**src/rtl/e1pm_pkg.sv**
```systemverilog
package e1pm_pkg;
  localparam int NCNT     = 5;
  localparam int NLAT     = 4;
  localparam int NIRQ     = 2 * NCNT + 1;
  localparam int ADDR_W   = 4;
  localparam int IX_CRC   = 0;
  localparam int IX_EBIT  = 1;
  localparam int IX_BPV   = 2;
  localparam int IX_FAS   = 3;
  localparam int IX_PRBS  = 4;
  localparam logic [ADDR_W-1:0] A_LAT0   = 4'd5;
  localparam logic [ADDR_W-1:0] A_STATUS = 4'd9;
  localparam logic [ADDR_W-1:0] A_IEN    = 4'd10;
endpackage

```
**src/rtl/e1pm_counter.sv**
```systemverilog
module e1pm_counter #(
  parameter int W = 10
) (
  input  logic         clk,
  input  logic         rst,
  input  logic         evt_i,
  input  logic         load_i,
  input  logic [W-1:0] load_val_i,
  output logic [W-1:0] cnt_o,
  output logic         tgl_o,
  output logic         wrap_o
);
  always_ff @(posedge clk) begin
    if (rst) begin
      cnt_o  <= '0;
      tgl_o  <= 1'b0;
      wrap_o <= 1'b0;
    end else begin
      tgl_o  <= 1'b0;
      wrap_o <= 1'b0;
      if (load_i) begin
        cnt_o <= load_val_i;
      end else if (evt_i) begin
        cnt_o  <= cnt_o + 1'b1;
        tgl_o  <= 1'b1;
        wrap_o <= &cnt_o;
      end
    end
  end
endmodule

```
**src/rtl/e1pm_second_timer.sv**
```systemverilog
module e1pm_second_timer #(
  parameter int FRAMES = 8000
) (
  input  logic clk,
  input  logic rst,
  input  logic frame_pulse_i,
  output logic tick_o,
  output logic flag_o
);
  localparam int SW   = (FRAMES > 2) ? $clog2(FRAMES) : 2;
  localparam int HALF = FRAMES / 2;
  localparam logic [SW-1:0] LAST    = SW'(FRAMES - 1);
  localparam logic [SW-1:0] HALF_M1 = SW'(HALF - 1);

  logic [SW-1:0] fcnt_q;

  assign tick_o = frame_pulse_i && (fcnt_q == LAST);

  always_ff @(posedge clk) begin
    if (rst) begin
      fcnt_q <= '0;
      flag_o <= 1'b0;
    end else if (frame_pulse_i) begin
      fcnt_q <= tick_o ? '0 : fcnt_q + 1'b1;
      if (tick_o)                  flag_o <= 1'b1;
      else if (fcnt_q == HALF_M1)  flag_o <= 1'b0;
    end
  end
endmodule

```
**src/rtl/e1_perf_counters.sv**
```systemverilog
module e1_perf_counters
  import e1pm_pkg::*;
#(
  parameter int DW             = 16,
  parameter int CRC_W          = 10,
  parameter int EBIT_W         = 10,
  parameter int BPV_W          = 16,
  parameter int FAS_W          = 8,
  parameter int PRBS_W         = 8,
  parameter int FRAMES_PER_SEC = 8000
) (
  input  logic                clk,
  input  logic                rst,
  input  logic                frame_pulse_i,
  input  logic                crc_err_i,
  input  logic                ebit_err_i,
  input  logic                bpv_err_i,
  input  logic                fas_err_i,
  input  logic                prbs_err_i,
  input  logic                wr_en_i,
  input  logic                rd_en_i,
  input  logic [ADDR_W-1:0]   addr_i,
  input  logic [DW-1:0]       wdata_i,
  output logic [DW-1:0]       rdata_o,
  output logic [NIRQ-1:0]     irq_vec_o,
  output logic                irq_o
);
  localparam int CNT_W [NCNT] = '{CRC_W, EBIT_W, BPV_W, FAS_W, PRBS_W};

  logic [NCNT-1:0] evt;
  logic [NCNT-1:0] tgl_pls;
  logic [NCNT-1:0] wrap_pls;
  logic [DW-1:0]   cnt_val [NCNT];
  logic [DW-1:0]   lat_q   [NLAT];
  logic [NCNT-1:0] ovf_q;
  logic [NIRQ-1:0] ien_q;
  logic            sec_tick;
  logic            sec_flag;
  logic            stat_rd;
  logic [NIRQ-1:0] irq_next;

  assign evt = {prbs_err_i, fas_err_i, bpv_err_i, ebit_err_i, crc_err_i};

  for (genvar g = 0; g < NCNT; g++) begin : g_cnt
    localparam int W = CNT_W[g];
    logic [W-1:0] c;
    e1pm_counter #(.W(W)) i_cnt (
      .clk        (clk),
      .rst        (rst),
      .evt_i      (evt[g]),
      .load_i     (wr_en_i && (addr_i == ADDR_W'(g))),
      .load_val_i (wdata_i[W-1:0]),
      .cnt_o      (c),
      .tgl_o      (tgl_pls[g]),
      .wrap_o     (wrap_pls[g])
    );
    assign cnt_val[g] = DW'(c);
  end

  e1pm_second_timer #(.FRAMES(FRAMES_PER_SEC)) i_sec (
    .clk           (clk),
    .rst           (rst),
    .frame_pulse_i (frame_pulse_i),
    .tick_o        (sec_tick),
    .flag_o        (sec_flag)
  );

  // snapshot registers
  always_ff @(posedge clk) begin
    if (rst) begin
      for (int i = 0; i < NLAT; i++) lat_q[i] <= '0;
    end else if (sec_tick) begin
      for (int i = 0; i < NLAT; i++) lat_q[i] <= cnt_val[i];
    end
  end

  // sticky overflow, cleared by status read; a new wrap wins
  assign stat_rd = rd_en_i && (addr_i == A_STATUS);
  always_ff @(posedge clk) begin
    if (rst) ovf_q <= '0;
    else     ovf_q <= (stat_rd ? '0 : ovf_q) | wrap_pls;
  end

  // interrupt enables and pulses
  assign irq_next = {sec_tick, wrap_pls, tgl_pls} & ien_q;
  always_ff @(posedge clk) begin
    if (rst) begin
      ien_q     <= '0;
      irq_vec_o <= '0;
      irq_o     <= 1'b0;
    end else begin
      if (wr_en_i && addr_i == A_IEN) ien_q <= wdata_i[NIRQ-1:0];
      irq_vec_o <= irq_next;
      irq_o     <= |irq_next;
    end
  end

  // registered read port
  always_ff @(posedge clk) begin
    if (rst) begin
      rdata_o <= '0;
    end else if (rd_en_i) begin
      if (addr_i < ADDR_W'(NCNT))
        rdata_o <= cnt_val[addr_i[2:0]];
      else if (addr_i >= A_LAT0 && addr_i < A_LAT0 + ADDR_W'(NLAT))
        rdata_o <= lat_q[2'(addr_i - A_LAT0)];
      else if (addr_i == A_STATUS)
        rdata_o <= DW'({sec_flag, ovf_q});
      else if (addr_i == A_IEN)
        rdata_o <= DW'(ien_q);
      else
        rdata_o <= '0;
    end
  end
endmodule

```
**config.mk**
```make
export PLATFORM = sky130hd
export DESIGN_NAME = e1_perf_counters
export DESIGN_NICKNAME = d
export VERILOG_FILES = /design/src/rtl/e1pm_pkg.sv /design/src/rtl/e1pm_counter.sv /design/src/rtl/e1pm_second_timer.sv /design/src/rtl/e1_perf_counters.sv
export SDC_FILE = /design/constraint.sdc
export NUM_CORES = 1
export LEC_CHECK = 0
export CORE_MARGIN = 1
export CORE_UTILIZATION = 55
export CTS_BUF_LIST = sky130_fd_sc_hd__clkbuf_8
export CTS_CLUSTER_DIAMETER = 40
export DETAILED_ROUTE_END_ITERATION = 7
export PLACE_DENSITY_LB_ADDON = 0.05
export SYNTH_ARGS = -nofsm -noshare
export SYNTH_HDL_FRONTEND = slang
export SYNTH_HIERARCHICAL = 1
export SYNTH_SLANG_ARGS = --single-unit
```
**constraint.sdc**
```tcl
create_clock -name clk -period 3.1 [get_ports clk]
set_clock_uncertainty 0.1 [all_clocks]
set_input_delay 0.775 -clock clk [delete_from_list [all_inputs] [get_ports clk]]
set_output_delay 0.775 -clock clk [all_outputs]
set_load 0.05 [all_outputs]
```
-- After elaboration in Yosys (flattened, before gate mapping)
Memories as Yosys holds them, arrays and structs flattened.
Cells that the tools add are included.
- RAM bits: 64
- logic and storage cells: 122
- input bits: 30
- memories: 1
- output and inout port bits: 28
- register bits after elaboration: 120
- memories (name ; words ; bits a word ; read ports ; clocked after Yosys merged registers in ; wr ports ; RTL line ; RTL):
    lat_q ; 4 ; 16 ; 1 ; 0 ; 4 ; e1_perf_counters.sv:34 ; logic [DW-1:0] lat_q [NLAT];
- equality and inequality tests: 8
- reduce and logical (&&, ||, !) cells: 33
- bitwise gates (word level): 12
- order comparisons: 4
- mux-type cells: 35
- add/sub/neg operators: 7
- operators by type and width (kind ; number):
    $mux 16 ; 10
    $bmux 16 s3 ; 1
    $mux 10 ; 4
    $mux 8 ; 4
    $mux 11 ; 2
    $add 10x1->10 const B ; 2
    $reduce_and 10->1 ; 2
    $add 16x1->16 const B ; 1
    $add 8x1->8 const B ; 2
    $reduce_and 16->1 ; 1
    $reduce_and 8->1 ; 2
    $reduce_or 3->1 ; 5
    $add 13x1->13 const B ; 1
    $eq 13x12->1 const B ; 1
    $eq 13x13->1 const B ; 1
    $mux 13 ; 1
    $mux 1 ; 12
    $reduce_bool 2->1 ; 6
    $and 11x11->11 ; 1
    $reduce_or 11->1 ; 1
    $reduce_or 2->1 ; 5
    $logic_and 1x1->1 ; 9
    $eq 4x2->1 const B ; 2
    $eq 4x4->1 const B ; 2
    other kinds (14) ; 21

-- Depth between registers and ports, before layout
- word-level depth: 6
- mapped depth: 12

-- By module
The synthesis kept the hierarchy.
- by module, submodules not included (module ; cells each ; times used ; area an instance (sq um) ; sequential area each (sq um)):
    e1_perf_counters ; 416 ; 1 ; 4322.9 ; 2202.1
    e1pm_counter (g_cnt[0].i_cnt ...) ; 68 ; 2 ; 611.8 ; 240.2
    e1pm_counter (g_cnt[3].i_cnt ...) ; 59 ; 2 ; 515.5 ; 200.2
    e1pm_counter (g_cnt[2].i_cnt) ; 110 ; 1 ; 979.7 ; 360.3
    e1pm_second_timer ; 73 ; 1 ; 640.6 ; 280.3

-- Worst setup path after synthesis
Ideal clock, no wire load.
- path type: input -> register
- from: in addr_i[1]
- to: reg g_cnt[1].i_cnt.cnt_o[8]
- stages: 9
- data arrival time: 2790 ps
- data required time: 2927 ps
- path buffers: 3
- path slack: 137 ps
- cell sequence: buf_4 -> buf_4 -> inv_1 -> ha_1 -> clkbuf_1 -> and3_1 -> or3b_4 -> or4_4 -> o211ai_2
- cells in the longest elaborated chain, start to end: 3
- elaborated cells on any way between the ends: 4
- classes of those cells: eq/ne (1); mux (1); reduce/logical (2)
- RTL lines (item ; RTL line ; RTL):
    start: declaration ; e1_perf_counters.sv:22 ; input logic [ADDR_W-1:0] addr_i,
    $eq 4x1->1 (*) ; e1_perf_counters.sv:51 ; .load_i (wr_en_i && (addr_i == ADDR_W'(g))),
    $logic_and 1x1->1 (*) ; e1_perf_counters.sv:51 ;
    $mux 10 / $reduce_bool 2->1 (equally long branches) ; - ;
    end signal: assignment ; e1pm_counter.sv:22 ; cnt_o <= load_val_i;
    end signal: assignment ; e1pm_counter.sv:24 ; cnt_o <= cnt_o + 1'b1;
    end: declaration ; e1pm_counter.sv:9 ; output logic [W-1:0] cnt_o,
Every way passes the cells marked *; elsewhere a longest branch is shown, timed or not.
A chain may end at the register's enable or synchronous reset.

-- Worst setup path after layout
- from: in addr_i[0]
- to: reg rdata_o[10]
- cells in the longest elaborated chain, start to end: 5
- elaborated cells on any way between the ends: 16
- classes of those cells: add/sub (1); order compare (3); eq/ne (2); mux (7); bitwise (1); reduce/logical (1); memory (1)
- RTL lines (item ; RTL line ; RTL):
    parallel branches: the longest is 4 deep, another holds $mem_v2 4x16 ; - ;
    $mux 16 (*) ; e1_perf_counters.sv:103 ; if (addr_i < ADDR_W'(NCNT))
    end signal: assignment ; e1_perf_counters.sv:104 ; rdata_o <= cnt_val[addr_i[2:0]];
    end signal: assignment ; e1_perf_counters.sv:106 ; rdata_o <= lat_q[2'(addr_i - A_LAT0)];
    end signal: assignment ; e1_perf_counters.sv:108 ; rdata_o <= DW'({sec_flag, ovf_q});
    end: declaration ; e1_perf_counters.sv:24 ; output logic [DW-1:0] rdata_o,
Every way passes the cells marked *. The select of a mux whose other input is x is not followed.

==> impl_metrics.csv <==
group,metric,value,unit
run_status,run_status,"completed",
worst_setup_path,startpoint_type,"primary input",
placed_design,hpwl,16300,um
finish,n_fill_cell,1202,
power_and_ir_drop,p_per_area,472,nW/um2
floorplan,rows,44,
routing,routed_wl,22700,um
routing,firstDrtPassIters,5,
power_and_ir_drop,peakVddDrop,0.000356,V
logic_synthesis,synth_top_area_share,29.3,%
cts,ctsResizeCount,0,
routing,wl_per_cell,20.4,um
finish,layout-drive-gt1-share,11.9,%
cts,clk_path_buf_depth,2,
grt,overflow,0,
floorplan,die_width,124,um
floorplan,core_area,14500,um2
logic_synthesis,synth.avg_cell_area,9.61,um2
placed_design,place.gp.congestion,0.964,
worst_setup_path,cp_max_fo,15,
routing,route.detailed.vias_per_inst,6.12,
timing,rsz0062_at_grt,"no",
logic_synthesis,ys_top_cells_by_count,"120 x dfxtp_1, 96 x nand2_1, 86 x nor2_1",
grt,grt_pass1_vias,6218,
logic_synthesis,synthArstFlopShare,0,%
cts,post-cts-setup-buffers,0,
grt,grt_max_degree,59,
routing,drt_iter0_drc,645,
worst_setup_path,cp-end-kind,"flip-flop",
cts,cts_sinks,164,
logic_synthesis,synthTopCellsByArea,"dfxtp_1 29%, edfxtp_1 16%, nand2_1 4.4%",
grt,grt_use_met2,47.5,%
routing,vias,6807,
floorplan,start_util,56.4,%
finish,fin_nets,956,
logic_synthesis,synth_top_area_cell,"dfxtp_1",
worst_setup_path,path_cells,"clkdlybuf4s50_1 > buf_4 > ha_1 > buf_4 > nor2b_1 > o21ai_1 > buf_4 > mux2i_1 > a22oi_1 > a211oi_1",
cts,holdBufCountCts,0,
logic_synthesis,synthesis.area,8200,um2
grt,busiest_layer,"met2",
timing,max_slew_margin,51.3,%
cts,cts-root-buf,"clkbuf_8",
logic_synthesis,synth_seq_cells,164,
worst_setup_path,critPathSlowestCell,"clkdlybuf4s50_1",
timing,finalHoldViolations,0,
finish,multi_input_comb_area,4120,um2
worst_setup_path,worstSetupPathType,"primary input to flip-flop",
logic_synthesis,yosys_warnings,6,
timing,fmax,383,MHz
job,cap_violations,0,
timing,tightest_slew,728,ps
worst_setup_path,critPathArrivalTime,2890,ps
timing,min_period_over_period,84.3,%
worst_setup_path,cpMostUsedCell,"buf_4",
power_and_ir_drop,p_leak,3.27,nW
logic_synthesis,synth_edf_count,44,
worst_setup_path,worstPathRequired,3370,ps
logic_synthesis,yosysMostFrequentCell,"dfxtp_1",
grt,use_met1,43.2,%
routing,drc,0,
worst_setup_path,critPathBufInv,4,
finish,regArea,3720,um2
grt,grt_usage,30.9,%
placed_design,post-place-ws,60.9,ps
finish,diodes,0,
floorplan,io_pins,58,
logic_synthesis,synth_flop_cell,"dfxtp_1",
timing,maxSlewViolCount,0,
timing,setup-violations-final,0,
logic_synthesis,ys_types,71,
worst_setup_path,critical-path-max-stage-delay,510,ps
hold_path,hold_class,"flip-flop to flip-flop",
cts,clk_pin_slew,100,ps
placed_design,numPortBuffers,57,
floorplan,die_h,124,um
logic_synthesis,syn-num-nets,893,
cts,htree_num_levels,4,
logic_synthesis,netlist_instances,853,
finish,area_growth_syn_to_layout,14.6,%
timing,setup_tns,0,ps
cts,clk_latency,460,ps
worst_setup_path,critPathTopFamily,"buffers and inverters",
floorplan,dieArea,15400,um2
timing,setup_ws,486,ps
timing,timing.final.crit_period,2610,ps
grt,grt_pass1_wl,34900,um
cts,numCtsBuffers,17,
logic_synthesis,ys_seq_area_share,45.4,%
cts,cts_tree,"built",
grt,met3_usage,5.40,%
grt,grt_antenna_before_repair,0,
routing,ant_nets,0,
-- worst reg2reg max path, cell delays in order, from the launching register on --
cell	delay, ps
dfxtp_1	380
ha_1	230
nand3_1	120
or4_4	580
inv_1	150
or2_2	160
buf_12	250
-- routing by layer --
metal,vias to the layer above,wire (um)
li1,3212,-
met1,3252,9890
met2,297,10400
met3,46,1730
met4,0,644
met5,-,0
-- layout make-up --
| type | instances | area share (%) |
|---|---|---|
| Clock buffer | 17 | 2.49 |
| Clock inverter | 15 | 1.81 |
| Inverter | 19 | 0.759 |
| Multi-Input combinational cell | 623 | 43.8 |
| Sequential cell | 164 | 39.6 |
| Tap cell | 184 | 2.45 |
| Timing Repair Buffer | 91 | 9.03 |
-- kinds of logic (layout without fill, tap and decap cells) --
family / Yosys count / in the layout / synth area share, %
multiplexers: 32 / 32 / 5.65
adder cells (fa/ha/maj): 10 / 10 / 1.53
flip-flops: 164 / 164 / 45.4
AND/OR/NAND/NOR: 381 / 381 / 25.5
XOR/XNOR: 39 / 39 / 4.17
buffers and inverters: 66 / 142 / 4.41
AO/OA/AOI/OAI: 161 / 161 / 13.4
-- worst paths after layout --
| path | startpoint | to | slack [ps] | depth (start not counted) |
|---|---|---|---|---|
| setup reg to reg | i_sec/fcnt_q[0] | lat_q[3][6] | 790 | 6 |
| hold / removal | g_cnt[1].i_cnt/tgl_o | irq_vec_o[1] | 360 | 2 |
| hold reg to reg | g_cnt[1].i_cnt/tgl_o | irq_vec_o[1] | 360 | 2 |
| setup / recovery | addr_i[0] | rdata_o[10] | 490 | 10 |
-- report_power, final --
part | internal [W] | switching [W]
Clock | 0.000739 | 0.000870
Sequential | 0.00227 | 0.0000766
Combinational | 0.000198 | 0.000279
Total | 0.00320 | 0.00123
-- registers in the layout (all words and copies together), names as in the netlist --
signal / count
irq_vec_o: 11
i_sec/flag_o: 1
lat_q: 44
g_cnt.i_cnt/tgl_o: 5
irq_o: 1
g_cnt.i_cnt/wrap_o: 5
g_cnt.i_cnt/cnt_o: 52
ovf_q: 5
ien_q: 11
rdata_o: 16
i_sec/fcnt_q: 13
-- per-stage QoR --
step           power, W  util (%)  cells  hold slack (ps)  area, um2
3_3_place_gp    0.00285      61.8   1081              352       8990
4_1_cts         0.00444      64.6   1113              370       9390
5_1_grt         0.00458      64.6   1113              396       9390
2_1_floorplan   0.00267         -    853              324       8200
6_report        0.00443      64.6   1113              364       9390
3_5_place_dp    0.00286      61.8   1081              349       8990
-- cells in the final DEF, fill, tap and decap left out, types with 5 or more instances in the layout --
cell / netlist / layout
dfxtp_1: 120 / 120
nand2_1: 96 / 96
nor2_1: 86 / 86
clkdlybuf4s50_1: 0 / 56
a21oi_1: 50 / 50
and2_1: 46 / 46
edfxtp_1: 44 / 44
buf_4: 7 / 33
a211oi_1: 31 / 31
nand3_1: 23 / 23
nand4_1: 23 / 23
xnor2_1: 20 / 20
xor2_1: 19 / 19
inv_1: 18 / 18
clkbuf_8: 0 / 17
o21ai_0: 16 / 16
mux2i_1: 14 / 14
nor2b_1: 14 / 13
nor3_1: 13 / 13
o211ai_1: 12 / 12
a22oi_1: 11 / 11
a311oi_1: 11 / 11
ha_1: 10 / 10
mux2_2: 8 / 8
and3_1: 8 / 8
mux4_2: 8 / 8
nand2b_1: 8 / 8
or4_1: 8 / 8
nor3b_1: 8 / 8
or3_1: 8 / 8
nand3b_1: 6 / 6
nor4_1: 6 / 6
inv_6: 0 / 5
Power figures use the tool's default switching activity.
